===== src/rtl/sema_pkg.sv =====
package sema_pkg;

    localparam int CORE_W    = 4;
    localparam int PROC_W    = 8;
    localparam int KEY_W     = 16;
    localparam int NUM_BANKS = 2;
    localparam int DATA_W    = 32;
    localparam int ADDR_W    = 8;

    localparam logic [ADDR_W-1:0] ADDR_IER  = 8'h40;
    localparam logic [ADDR_W-1:0] ADDR_ICR  = 8'h41;
    localparam logic [ADDR_W-1:0] ADDR_ISR  = 8'h42;
    localparam logic [ADDR_W-1:0] ADDR_BULK = 8'h60;
    localparam logic [ADDR_W-1:0] ADDR_KEY  = 8'h61;

    typedef struct packed {
        logic              locked;
        logic [CORE_W-1:0] core;
        logic [PROC_W-1:0] proc;
    } sem_state_t;

    typedef enum logic [1:0] {
        SOP_NONE   = 2'd0,
        SOP_LOCK2  = 2'd1,
        SOP_LOCK1  = 2'd2,
        SOP_UNLOCK = 2'd3
    } slot_op_e;

    function automatic logic [DATA_W-1:0] pack_sem(input sem_state_t s);
        return {s.locked, {(DATA_W-1-CORE_W-PROC_W){1'b0}}, s.core, s.proc};
    endfunction

    function automatic logic bank_hit(input logic [CORE_W-1:0] m);
        return (m == 4'h3) || (m == 4'h4) || (m == 4'h1) || (m == 4'h8);
    endfunction

    function automatic int unsigned bank_sel(input logic [CORE_W-1:0] m);
        return ((m == 4'h1) || (m == 4'h8)) ? 1 : 0;
    endfunction

endpackage


===== src/rtl/sema_slot.sv =====
module sema_slot
    import sema_pkg::*;
(
    input  logic              clk,
    input  logic              rst,
    input  slot_op_e          op,
    input  logic [CORE_W-1:0] req_core,
    input  logic [PROC_W-1:0] req_proc,
    input  logic              bulk_req,
    input  logic [CORE_W-1:0] bulk_core,
    output sem_state_t        cur,
    output logic              freed
);
    sem_state_t nxt;

    always_comb begin
        nxt   = cur;
        freed = 1'b0;
        case (op)
            SOP_LOCK2, SOP_LOCK1: begin
                if (!cur.locked) begin
                    nxt.locked = 1'b1;
                    nxt.core   = req_core;
                    nxt.proc   = (op == SOP_LOCK1) ? '0 : req_proc;
                end
            end
            SOP_UNLOCK: begin
                if (cur.locked && cur.core == req_core && cur.proc == req_proc) begin
                    nxt   = '0;
                    freed = 1'b1;
                end
            end
            default: ;
        endcase
        if (bulk_req && cur.locked && cur.core == bulk_core) begin
            nxt   = '0;
            freed = 1'b1;
        end
    end

    always_ff @(posedge clk) begin
        if (rst) cur <= '0;
        else     cur <= nxt;
    end

    assert_held_kept_R3: assert property (@(posedge clk) disable iff (rst)
        (op == SOP_LOCK2 && cur.locked && !bulk_req) |=> $stable(cur));

    assert_onestep_take_R4: assert property (@(posedge clk) disable iff (rst)
        (op == SOP_LOCK1 && !cur.locked) |=> (cur.locked && cur.proc == '0));

    assert_owner_guard_R5: assert property (@(posedge clk) disable iff (rst)
        (op == SOP_UNLOCK && cur.locked && !bulk_req &&
         (cur.core != req_core || cur.proc != req_proc)) |=> cur.locked);

    assert_freed_clears_R9: assert property (@(posedge clk) disable iff (rst)
        freed |=> !cur.locked);

endmodule


===== src/rtl/sema_irq_bank.sv =====
module sema_irq_bank
    import sema_pkg::*;
#(
    parameter int NUM_SEM = 32
) (
    input  logic               clk,
    input  logic               rst,
    input  logic               en_we,
    input  logic               clr_we,
    input  logic [NUM_SEM-1:0] wvec,
    input  logic [NUM_SEM-1:0] freed,
    output logic [NUM_SEM-1:0] enable,
    output logic [NUM_SEM-1:0] status,
    output logic               irq
);
    logic [NUM_SEM-1:0] clr_mask;

    assign clr_mask = clr_we ? wvec : '0;
    assign irq      = |(status & enable);

    always_ff @(posedge clk) begin
        if (rst) begin
            enable <= '0;
            status <= '0;
        end else begin
            if (en_we) enable <= wvec;
            status <= (status & ~clr_mask) | (freed & enable);
        end
    end

    assert_freed_flags_R9: assert property (@(posedge clk) disable iff (rst)
        (|(freed & enable)) |=> (|status));

    assert_clear_bits_R10: assert property (@(posedge clk) disable iff (rst)
        (clr_we && !(|freed)) |=> ((status & $past(wvec)) == '0));

endmodule


===== src/rtl/mc_semaphore_unit.sv =====
module mc_semaphore_unit
    import sema_pkg::*;
#(
    parameter int NUM_SEM = 32
) (
    input  logic              clk,
    input  logic              rst,
    input  logic              req_valid,
    input  logic              req_write,
    input  logic [7:0]        req_addr,
    input  logic [31:0]       req_wdata,
    input  logic [3:0]        req_master,
    output logic              rsp_valid,
    output logic [31:0]       rsp_rdata,
    output logic [1:0]        irq
);
    localparam int IDX_W = 5;

    logic                       wr, rd;
    logic [2:0]                 region;
    logic [IDX_W-1:0]           idx;
    logic [CORE_W-1:0]          wcore;
    logic [KEY_W-1:0]           key_q;
    logic                       bulk_req;
    logic                       own_hit;
    int unsigned                own_bank;
    sem_state_t [NUM_SEM-1:0]   sem_q;
    logic [NUM_SEM-1:0]         freed;
    logic [NUM_SEM-1:0]         en_q  [NUM_BANKS];
    logic [NUM_SEM-1:0]         sts_q [NUM_BANKS];
    logic [31:0]                rd_c;

    assign wr       = req_valid && req_write;
    assign rd       = req_valid && !req_write;
    assign region   = req_addr[7:5];
    assign idx      = req_addr[IDX_W-1:0];
    assign wcore    = req_wdata[11:8];
    assign own_hit  = bank_hit(req_master);
    assign own_bank = bank_sel(req_master);
    assign bulk_req = wr && req_addr == ADDR_BULK && req_wdata[31:16] == key_q;

    for (genvar i = 0; i < NUM_SEM; i++) begin : g_slot
        slot_op_e op_i;
        always_comb begin
            op_i = SOP_NONE;
            if (region == 3'd0 && wr && idx == IDX_W'(i) && wcore == req_master)
                op_i = req_wdata[31] ? SOP_LOCK2 : SOP_UNLOCK;
            else if (region == 3'd1 && rd && idx == IDX_W'(i))
                op_i = SOP_LOCK1;
        end
        sema_slot u_slot (
            .clk       (clk),
            .rst       (rst),
            .op        (op_i),
            .req_core  (req_master),
            .req_proc  (req_wdata[PROC_W-1:0]),
            .bulk_req  (bulk_req),
            .bulk_core (wcore),
            .cur       (sem_q[i]),
            .freed     (freed[i])
        );
    end

    for (genvar b = 0; b < NUM_BANKS; b++) begin : g_bank
        logic sel_b;
        assign sel_b = own_hit && own_bank == b;
        sema_irq_bank #(.NUM_SEM(NUM_SEM)) u_bank (
            .clk    (clk),
            .rst    (rst),
            .en_we  (wr && sel_b && req_addr == ADDR_IER),
            .clr_we (wr && sel_b && req_addr == ADDR_ICR),
            .wvec   (req_wdata[NUM_SEM-1:0]),
            .freed  (freed),
            .enable (en_q[b]),
            .status (sts_q[b]),
            .irq    (irq[b])
        );
    end

    always_ff @(posedge clk) begin
        if (rst)                          key_q <= '0;
        else if (wr && req_addr == ADDR_KEY) key_q <= req_wdata[KEY_W-1:0];
    end

    always_comb begin
        rd_c = '0;
        for (int i = 0; i < NUM_SEM; i++) begin
            if (idx == IDX_W'(i)) begin
                if (region == 3'd0)
                    rd_c = pack_sem(sem_q[i]);
                else if (region == 3'd1)
                    rd_c = sem_q[i].locked ? pack_sem(sem_q[i])
                                           : {1'b1, 19'b0, req_master, 8'h00};
            end
        end
        if (req_addr == ADDR_IER && own_hit) rd_c = 32'(en_q[own_bank]);
        if (req_addr == ADDR_ISR && own_hit) rd_c = 32'(sts_q[own_bank]);
        if (req_addr == ADDR_KEY)            rd_c = 32'(key_q);
    end

    always_ff @(posedge clk) begin
        if (rst) begin
            rsp_valid <= 1'b0;
            rsp_rdata <= '0;
        end else begin
            rsp_valid <= rd;
            rsp_rdata <= rd ? rd_c : '0;
        end
    end

    assert_badkey_inert_R7: assert property (@(posedge clk) disable iff (rst)
        (wr && req_addr == ADDR_BULK && req_wdata[31:16] != key_q) |=> $stable(sem_q));

    assert_rsp_timing_R2: assert property (@(posedge clk) disable iff (rst)
        rd |=> rsp_valid);

endmodule


===== config.mk =====
export PLATFORM = sky130hd
export DESIGN_NAME = mc_semaphore_unit
export DESIGN_NICKNAME = d
export VERILOG_FILES = /design/src/rtl/sema_pkg.sv /design/src/rtl/sema_slot.sv /design/src/rtl/sema_irq_bank.sv /design/src/rtl/mc_semaphore_unit.sv
export SDC_FILE = /design/constraint.sdc
export NUM_CORES = 2
export LEC_CHECK = 0
export ABC_AREA = 1
export BUFFER_PORTS_ARGS = -buffer_cell sky130_fd_sc_hd__buf_2
export CORE_ASPECT_RATIO = 1.5
export CORE_MARGIN = 1.5
export CORE_UTILIZATION = 56
export DETAILED_ROUTE_END_ITERATION = 6
export GPL_TIMING_DRIVEN = 0
export PLACE_DENSITY_LB_ADDON = 0.2
export SLEW_MARGIN = 20
export SYNTH_ARGS = -nofsm -noshare
export SYNTH_HDL_FRONTEND = slang
export SYNTH_HIERARCHICAL = 1
export SYNTH_SLANG_ARGS = --single-unit

===== constraint.sdc =====
create_clock -name clk -period 3.6 [get_ports clk]
set_input_delay 0.36 -clock clk [delete_from_list [all_inputs] [get_ports clk]]
set_output_delay 0.36 -clock clk [all_outputs]
set_load 0.05 [all_outputs]

==> summary.md <==
| Metric | Value |
|---|---|
| FP Rows | 130 |
| TritonCTS clock tree | done |
| TritonRoute pass-1 iters | 7 |
| Core Util, Final | 63.5% |
| PD cells | 295 nW/um^2 |
| Initial DRC count | 5367 |
| Yosys reg bits | 593 |
| Synth area leader | dfxtp_1 |
| Die ar. | 87000 sq um |
| Non-Filler Instances | 9652 |
| R2R depth | 25 |
| Die width | 241 um |
| Worst-skew pair later-pin latency | approximately 0.69 ns |
| RePlAce Congestion | 1.09 |
| PortBufs | 81 |
| Outcome | complete, but fails checks |
| Gr ovfl total | 0 |
| Max Root-Sink Buffers | 3 |
| Die extent in y | about 360 um |
| Largest net degree at the start of global routing | 72 |
| Number of flops mapped to enable cells by yosys | 0 |
| Critical Path Fanout Max | 10 |
| Synth cell types | 56 |
| First-pass GRT wire length | 277 mm |
| Area grow syn2layout | 11.9% |
| Syn_area_per_cell | 5.77 sq um |
| Critical path type | primary input to register |
| Yosys top cell area share | 24.9% |
| Root buffer cell | clkbuf_16 |
| Max Cap Violations | 0 |
| Leakage | 25.0 nW |
| HPWL Detailed | approximately 130 mm |
| Initial antenna violation count | 4 |
| Fmax | 235 MHz |
| Clock transition at path regs | around 0.070 ns |
| Total chip power | approximately 16 mW |
| Detailed-route DRC error count | 2 |
| Number of CTS-inserted buffers | 67 |
| Vias in the first global route | 49508 |
| Placeable Area | roughly 84000 sq um |
| Most frequent cells after synthesis | 2906 x nand2_1, 1241 x nor2_1, 1081 x inv_1, 593 x dfxtp_1, 519 x a21oi_1 |
| RSZ-0062 raised after global routing | yes |
| Syn. warnings | 6 |
| Worst hold path type | primary input to register |
| Total GRT Usage | 41.3% |
| Post-route standard cell area excluding fillers | 53400 sq um |
| H-tree depth | 3 |
| Starting density of the core | 56.8% |
| Failing checks | DRC, setup timing |
| DP Cell Count | roughly 9500 |
| Main synth FF type | dfxtp_1 |
| Final net count | 8588 |
| Final setup viols | 11 |
| Seq/Total Area, Yosys | 24.9% |
| Cells after synthesis | around 8300 |
| Worst EP required | about 4.2 ns |
| WHS Path Cells | 3 |
| ANT nets after route | 0 |
| Crit end category | register |
| Tcrit/Tclk final | 118% |
| Synth area leaders | dfxtp_1 25%, nand2_1 23%, nor2_1 9.8% |
| CTS Sinks | 593 |
| Crit path DAT | 4.84 ns |
| Post-synth net total | between 8000 and 9000 |
| Setup WS pre-CTS | -2.34 ns |
| Ys async rst share | 0% |
| Peak VDD IR | 354 uV |
| Most common cell in the netlist | nand2_1 |
| Slew Viols, Final | 0 |
| I/O pins | 83 |
| Final hold vios | 0 |
| Post-DP Area | 50100 sq um |
| Slew HR | between 10% and 20% |
| Clock Skew | around 0.024 ns |
| WL/cell | around 19 um |
| Worst-margin pin slew | 1.21 ns |
| Layout cell share with drive strength beyond 1 | around an eighth |
| Critical Path Start Type | primary input |
| Avg Vias per Cell | 5.60 |
| Via count | approximately 54000 |
| Netlist Area Pre-Place | 47700 sq um |
| Tmin final | 4.26 ns |
| Final worst slack | -0.661 ns |
| Final WL | roughly 180 mm |
[sequential cells by signal, summed over array words and instances (netlist names)]
signal,cells
g_slot.u_slot/cur,416
key_q,16
rsp_valid,1
rsp_rdata,32
g_bank.u_bank/status,64
g_bank.u_bank/enable,64
[worst paths after layout]
kind	from	to	slack (ns)
setup / recovery	req_addr[7]	rsp_rdata[1]	-0.66
hold / removal	req_wdata[21]	g_bank[1].u_bank/enable[21]	0.008
setup reg to reg	g_slot[1].u_slot/cur[12]	rsp_rdata[0]	-0.66
hold reg to reg	key_q[3]	rsp_rdata[3]	0.44
[kinds of logic (layout without fill, tap and decap cells)]
logic type	after synthesis	in the layout	synth area share [%]
AND/OR/NAND/NOR	5097	5097	46.2
buffers and inverters	1456	1707	14.0
AO/OA/AOI/OAI	990	990	11.9
flip-flops	593	593	24.9
XOR/XNOR	71	71	1.30
adder cells (fa/ha/maj)	64	64	1.68
multiplexers	3	3	0.0682
other	0	5	0
[per-layer routing]
layer  track usage (%)  up-vias  wire length, um
met1              47.2    24321            66300
li1                  -    26166                -
met5                 0        -               24
met2              66.5     2701            82100
met3              8.44      816            18100
met4              32.9        4            16800
[report_power, final]
part / leakage [nW] / total, mW / internal [mW] / switching [mW]
combinational: 19.1 / 1.87 / 0.519 / 1.35
clock: 1.10 / 7.32 / 4.16 / 3.16
sequential: 4.78 / 6.58 / 6.57 / 0.0114
[final cells by class]
cell class	count	area [sq um]
multi-input cells	6225	29700
flip-flops and latches	593	11900
diodes	5	12.5
fillers	8221	30700
well taps	1122	1400
repair buffers	137	1430
clock buffers	93	1900
clock inverters	25	369
inverters	1156	4350
plain buffers	296	2400
[through the flow]
step | TNS, ns | hold WS, ns
after floorplan | 0 | 0.426
after global placement | -2332.70 | 0.435
after detailed placement | -1123.86 | 0.437
after CTS | -4.59 | 0.0000936
after global routing | -5.58 | 0.0105
final | -4.93 | 0.00768
[worst max-delay path: stages]
cell     delay, ns
buf_2         0.24
nor2_4        0.11
nand2_4       0.20
nand2_4       0.13
buf_1         0.35
nand4_1       0.25
nand4_1       0.22
nor2_2        0.17
nand4_1       0.21
nor2_2        0.19
nand4_1       0.31
nor2_2        0.22
nand4_1       0.21
nor2_2        0.19
nand4_1       0.21
nor2_2        0.20
nand4_1       0.25
nor2_2        0.25
nand4_1       0.11
nor2_1        0.13
nand3_1       0.12
nand2_1       0.10
nand2_1       0.08
[cell usage in the layout (no fill, tap or decap), types with 17 or more instances in the layout]
| cell type | instances |
|---|---|
| clkbuf_1 | 56 |
| nor2_1 | 1167 |
| clkbuf_4 | 35 |
| o2111ai_1 | 17 |
| or2_0 | 32 |
| nand2_1 | 2866 |
| nor2_2 | 104 |
| o21bai_1 | 32 |
| nand2_2 | 105 |
| nand4_1 | 103 |
| a31oi_1 | 27 |
| a21oi_1 | 515 |
| buf_4 | 69 |
| clkinv_1 | 35 |
| buf_2 | 145 |
| nor4_4 | 32 |
| o21ai_1 | 79 |
| xnor2_1 | 34 |
| buf_16 | 18 |
| nand3_2 | 44 |
| dfxtp_1 | 585 |
| o211ai_1 | 19 |
| buf_12 | 37 |
| ha_1 | 62 |
| inv_1 | 1074 |
| inv_2 | 42 |
| buf_6 | 51 |
| nor2_4 | 44 |
| a22o_1 | 26 |
| o21ai_0 | 177 |
| nand3_1 | 486 |
| nand2_4 | 37 |
| clkbuf_16 | 69 |
| nand4_2 | 32 |
| a211oi_2 | 36 |
| a211oi_1 | 18 |
| xor2_1 | 37 |
[what timing repair did]
item,4_1_cts,5_1_grt
buffers inserted,12,9
hold buffers,13,0
pin swaps,60,117
hold endpoints to repair,25,0
resized for setup,159,104
setup endpoints to repair,569,534
cloned,2,1
Note: power is estimated with default switching activity, not from simulation.
